--- src/rtl/encsel_pkg.sv ---
package encsel_pkg;

    typedef enum logic [1:0] {
        STEP_NONE = 2'd0,
        STEP_UP   = 2'd1,
        STEP_DOWN = 2'd2
    } step_e;

    typedef struct packed {
        logic phase;
        logic dir;
    } pins_t;

    function automatic step_e step_of(input pins_t p, input logic armed);
        step_e s;
        s = STEP_NONE;
        if (!p.phase && !armed) begin
            s = p.dir ? STEP_UP : STEP_DOWN;
        end
        return s;
    endfunction

endpackage

--- src/rtl/encsel_tick_div.sv ---
module encsel_tick_div #(
    parameter int TICK_DIV = 64
) (
    input  logic clk,
    input  logic rst,
    input  logic tick,
    output logic look
);
    localparam int CW = $clog2(TICK_DIV + 1);
    localparam logic [CW-1:0] RELOAD = CW'(TICK_DIV);
    localparam logic [CW-1:0] LAST   = CW'(1);

    logic [CW-1:0] remain;

    assign look = tick && (remain == LAST);

    always_ff @(posedge clk) begin
        if (rst) begin
            remain <= RELOAD;
        end else if (tick) begin
            if (remain == LAST) begin
                remain <= RELOAD;
            end else begin
                remain <= remain - LAST;
            end
        end
    end
endmodule

--- src/rtl/encsel_edge_arm.sv ---
module encsel_edge_arm
    import encsel_pkg::*;
(
    input  logic  clk,
    input  logic  rst,
    input  logic  look,
    input  pins_t pins,
    output step_e step
);
    logic armed;

    always_comb begin
        step = STEP_NONE;
        if (look) begin
            step = step_of(pins, armed);
        end
    end

    always_ff @(posedge clk) begin
        if (rst) begin
            armed <= 1'b0;
        end else if (look) begin
            if (pins.phase) begin
                armed <= 1'b0;
            end else begin
                armed <= 1'b1;
            end
        end
    end
endmodule

--- src/rtl/encsel_sat_reg.sv ---
module encsel_sat_reg
    import encsel_pkg::*;
#(
    parameter int SET_W    = 3,
    parameter int SET_MAX  = 6,
    parameter int SET_INIT = 3
) (
    input  logic             clk,
    input  logic             rst,
    input  step_e            step,
    output logic [SET_W-1:0] value,
    output logic             moved
);
    localparam logic [SET_W-1:0] TOP  = SET_W'(SET_MAX);
    localparam logic [SET_W-1:0] INIT = SET_W'(SET_INIT);
    localparam logic [SET_W-1:0] ONE  = SET_W'(1);

    logic [SET_W-1:0] nxt;
    logic             go;

    always_comb begin
        nxt = value;
        go  = 1'b0;
        unique case (step)
            STEP_UP: begin
                if (value < TOP) begin
                    nxt = value + ONE;
                    go  = 1'b1;
                end
            end
            STEP_DOWN: begin
                if (value != '0) begin
                    nxt = value - ONE;
                    go  = 1'b1;
                end
            end
            default: begin
                nxt = value;
                go  = 1'b0;
            end
        endcase
    end

    always_ff @(posedge clk) begin
        if (rst) begin
            value <= INIT;
            moved <= 1'b0;
        end else begin
            value <= nxt;
            moved <= go;
        end
    end
endmodule

--- src/rtl/enc_step_select.sv ---
module enc_step_select
    import encsel_pkg::*;
#(
    parameter int TICK_DIV = 64,
    parameter int SET_W    = 3,
    parameter int SET_MAX  = 6,
    parameter int SET_INIT = 3
) (
    input  logic             clk,
    input  logic             rst,
    input  logic             tick,
    input  logic             pin0,
    input  logic             pin1,
    output logic [SET_W-1:0] setting,
    output logic             changed
);
    logic  look_w;
    pins_t pins_w;
    step_e step_w;

    assign pins_w = '{phase: pin0, dir: pin1};

    encsel_tick_div #(.TICK_DIV(TICK_DIV)) u_div (
        .clk  (clk),
        .rst  (rst),
        .tick (tick),
        .look (look_w)
    );

    encsel_edge_arm u_arm (
        .clk  (clk),
        .rst  (rst),
        .look (look_w),
        .pins (pins_w),
        .step (step_w)
    );

    encsel_sat_reg #(
        .SET_W    (SET_W),
        .SET_MAX  (SET_MAX),
        .SET_INIT (SET_INIT)
    ) u_sat (
        .clk   (clk),
        .rst   (rst),
        .step  (step_w),
        .value (setting),
        .moved (changed)
    );
endmodule

--- config.mk ---
export PLATFORM = sky130hd
export DESIGN_NAME = enc_step_select
export DESIGN_NICKNAME = d
export VERILOG_FILES = /design/src/rtl/encsel_pkg.sv /design/src/rtl/encsel_tick_div.sv /design/src/rtl/encsel_edge_arm.sv /design/src/rtl/encsel_sat_reg.sv /design/src/rtl/enc_step_select.sv
export SDC_FILE = /design/constraint.sdc
export NUM_CORES = 1
export LEC_CHECK = 0
export ABC_AREA = 1
export BUFFER_PORTS_ARGS = -buffer_cell sky130_fd_sc_hd__buf_2
export CAP_MARGIN = 10
export CORE_MARGIN = 2
export CORE_UTILIZATION = 49
export CTS_CLUSTER_SIZE = 14
export DETAILED_ROUTE_END_ITERATION = 7
export GPL_TIMING_DRIVEN = 0
export HOLD_SLACK_MARGIN = 0.03
export PLACE_DENSITY = 0.69
export SYNTH_ARGS = -nofsm -noshare
export SYNTH_HDL_FRONTEND = slang
export SYNTH_HIERARCHICAL = 1
export SYNTH_SLANG_ARGS = --single-unit
--- constraint.sdc ---
create_clock -name clk -period 2.45 [get_ports clk]
set_clock_uncertainty 0.15 [all_clocks]
set_input_delay 0.735 -clock clk [delete_from_list [all_inputs] [get_ports clk]]
set_output_delay 0.735 -clock clk [all_outputs]
set_load 0.02 [all_outputs]
==> flow_summary_export.csv <==
group,metric,value,unit
status,status,"finished, final reports clean",
final_layout,drive_gt1_frac,0.286,
global_routing,grt_max_degree,8,
synth,synth_cell_type_count,18,
synth,synth_area,721,µm²
synth,synthesis.instances,103,
sta,max_slew.worst_pin.slew,0.265,ns
clock_network,clockRootBuffer,"clkbuf_4",
placement,io_buffers,8,
synth,synthSimpleGateAreaFrac,0.332,
setup_path,crit_chain,"clkbuf_4 -> nand3_4 -> nor2_4 -> nand2_4 -> nor3_4 -> inv_2 -> ha_4 -> xor2_2 -> ha_1 -> inv_1 -> nand2_1 -> inv_1 -> nand2_1 -> nand2_1 -> nand2_1 -> a21oi_2",
global_routing,antenna_found_initial,0,
placement,placedCellCount,126,
floorplan,ios,9,
clock_network,postCtsHoldBufs,0,
routing,finalWirelength,1.48,mm
synth,muxShareOfSynthArea,0,
setup_path,path_common_cell,"nand2_1",
final_layout,insertedDiodeCount,0,
setup_path,endpoint_kind,"flip-flop",
synth,synth_ff_type,"dfxtp_1",
synth,synth-xor-area-share,0.0486,
global_routing,grt_pass1_vias,560,
final_layout,fin_nets,131,
sta,max_freq,0.432,GHz
placement,placed_area,797,µm²
routing,firstDrtPassIters,4,
clock_network,ctsHtreeMaxLevel,1,
final_layout,syn_to_final_growth,29.9,%
floorplan,dieArea,0.00179,mm²
sta,slew_violations,0,
job,cap_viol_max_count,0,
synth,yosys_warnings,6,
power_and_ir_drop,cellLeakagePower,0.437,nW
placement,place.gp.congestion,0.751,
sta,hold_viol,0,
synth,async_flop_share,0,
routing,postRouteAntennaNets,0,
setup_path,crit_family,"simple AND/OR/NAND/NOR gates",
clock_network,cts_tree,"done",
power_and_ir_drop,p_total,0.000474,W
routing,vias,645,
global_routing,grt_use_total,0.176,
setup_path,crit_buf_inv,4,
routing,drt_iter0_markers,7,
routing,wl_per_cell,11.0,µm
clock_network,cts_buffers,3,
synth,yosysSeqAreaShare,0.333,
setup_path,r2r_slack,0.17,ns
floorplan,core_region_area,0.00133,mm²
synth,synthesis.nets,114,
setup_path,arrival,2.38,ns
synth,yosys-top-cells-count,"nand2_1, inv_1, nor2_1, dfxtp_1, ha_1",
synth,syn_area_per_cell,7.00,µm²
power_and_ir_drop,p_per_area,506,mW/mm²
final_layout,fin_cells,134,
routing,via_per_inst,4.81,
synth,synth_edf_count,0,
floorplan,fp.dieH,42.4,µm
global_routing,grt_pass1_wl,2.37,mm
synth,yosysMostFrequentCell,"nand2_1",
min_path,holdCritPathClass,"flip-flop to flip-flop",
setup_path,cpPeakStageDelay,0.19,ns
floorplan,fp.dieW,42.4,µm
sta,period_minus_slack,2.32,ns
setup_path,required,2.52,ns
power_and_ir_drop,vdd_ir_drop_max,392,µV
clock_network,clkSinkCount,12,
synth,yosysTopAreaCellShare,0.333,
synth,synth-seq-cells,12,
sta,setup-violations-final,0,
clock_network,clkLatencyLatePin,0.28,ns
setup_path,crit_path_max_fanout,6,
synth,synth_compound_area_frac,0.0833,
final_layout,post-route-util,0.702,
synth,synth_top_area_cell,"dfxtp_1",
floorplan,rows,13,
setup_path,slowest_stage,"nor3_4",
sta,holdWs,0.355,ns
final_layout,fillers,120,
placement,dp_hpwl,1.02,mm
synth,synth_fa_ha_area_frac,0.104,
synth,synth_top_family_by_area,"simple AND/OR/NAND/NOR gates",
final_layout,final_cell_area,936,µm²
sta,period_share,0.945,
setup_path,criticalPathCategory,"input pin to flip-flop",
global_routing,gr-total-overflow,0,
routing,drc,0,
setup_path,crit_path_start_kind,"input pin",
synth,synth_area_leaders,"dfxtp_1, nand2_1, ha_1, inv_1, nor2_1",
floorplan,start_util,0.540,
sta,slew_headroom,0.823,
clock_network,path_clk_slew,0.07,ns
clock_network,cts_buffer_depth,2,
==> per-layer routing <==
layer	up-vias	GRT usage	part of all wire
met5	-	0	0
met4	0	0.0563	0.0088
met3	4	0.0647	0.032
met2	11	0.265	0.48
met1	281	0.232	0.48
li1	349	-	-
==> kinds of logic (layout without fill, tap and decap cells) <==
kind of cell / count (synthesis) / count (layout)
and+or+nand+nor: 54 / 54
buffers and inverters: 19 / 35
DFF: 12 / 12
AOI/OAI and AO/OA: 8 / 8
adders and majority gates: 6 / 6
xor gates and xnor gates: 4 / 4
==> cells in the final DEF, fill, tap and decap left out, drive strengths merged <==
cell type / synthesis / layout
ha: 6 / 6
o21bai: 1 / 1
nor3: 3 / 3
a211oi: 1 / 1
inv: 19 / 19
buf: 0 / 11
nand3: 6 / 6
o21ai: 1 / 1
nand4: 2 / 2
clkbuf: 0 / 5
a21oi: 5 / 5
nand2: 25 / 25
dfxtp: 12 / 12
xor2: 4 / 4
nor2: 17 / 17
or2: 1 / 1
==> flip-flops by register name, summed over array words and instances, names as in the netlist <==
signal and flops:
u_arm/armed 1, u_sat/value 3, u_div/remain 7, u_sat/moved 1
==> metrics by stage <==
step | TNS [ns] | setup slack, ns
5_1_grt | -0.0631 | -0.0631
6_report | 0 | 0.135
3_5_place_dp | -0.560 | -0.299
2_1_floorplan | 0 | 0.0307
4_1_cts | 0 | 0.00176
3_3_place_gp | -0.390 | -0.232
==> path summary, 6_finish.rpt <==
| path | startpoint | end | cells after the start |
|---|---|---|---|
| worst max-delay path | tick | u_sat/value[2] | 16 |
| worst min-delay path | u_div/remain[6] | u_div/remain[6] | 2 |
| worst max register to register | u_div/remain[1] | u_sat/value[2] | 17 |
| worst min register to register | u_div/remain[6] | u_div/remain[6] | 2 |
==> report_power, final <==
| group | total, W | leakage (nW) | switching [W] | internal [W] |
|---|---|---|---|---|
| clock | 0.000158 | 0.0210 | 0.0000679 | 0.0000905 |
| sequential | 0.000225 | 0.0982 | 0.0000144 | 0.000210 |
| combinational | 0.0000905 | 0.318 | 0.0000575 | 0.0000330 |
| total | 0.000474 | 0.437 | 0.000140 | 0.000334 |
==> repair_timing <==
action                     in CTS  in global routing
hold endpoints to repair        0                  0
buffers inserted                1                  3
setup endpoints to repair       1                  2
resized for setup               1                 13
pin swaps                       2                  5
==> worst register-to-register path: cells and delay by family, from the launching register on <==
kind | cells | cell delay [ns]
simple gates | 8 | 0.73
buf+inv | 4 | 0.29
fa+ha+maj | 3 | 0.52
flops | 1 | 0.33
xor+xnor | 1 | 0.14
compound gates | 1 | 0.10
==> area by class of cell <==
cell class                      count  area (µm²)  share of cell area
Sequential cell                    12         240               0.257
Tap cell                           15        18.8              0.0201
Inverter                           19        71.3              0.0762
Clock buffer                        4        36.3              0.0388
Multi-Input combinational cell     72         497               0.531
Timing Repair Buffer               12        72.6              0.0775
(Power assumes the default switching activity.)
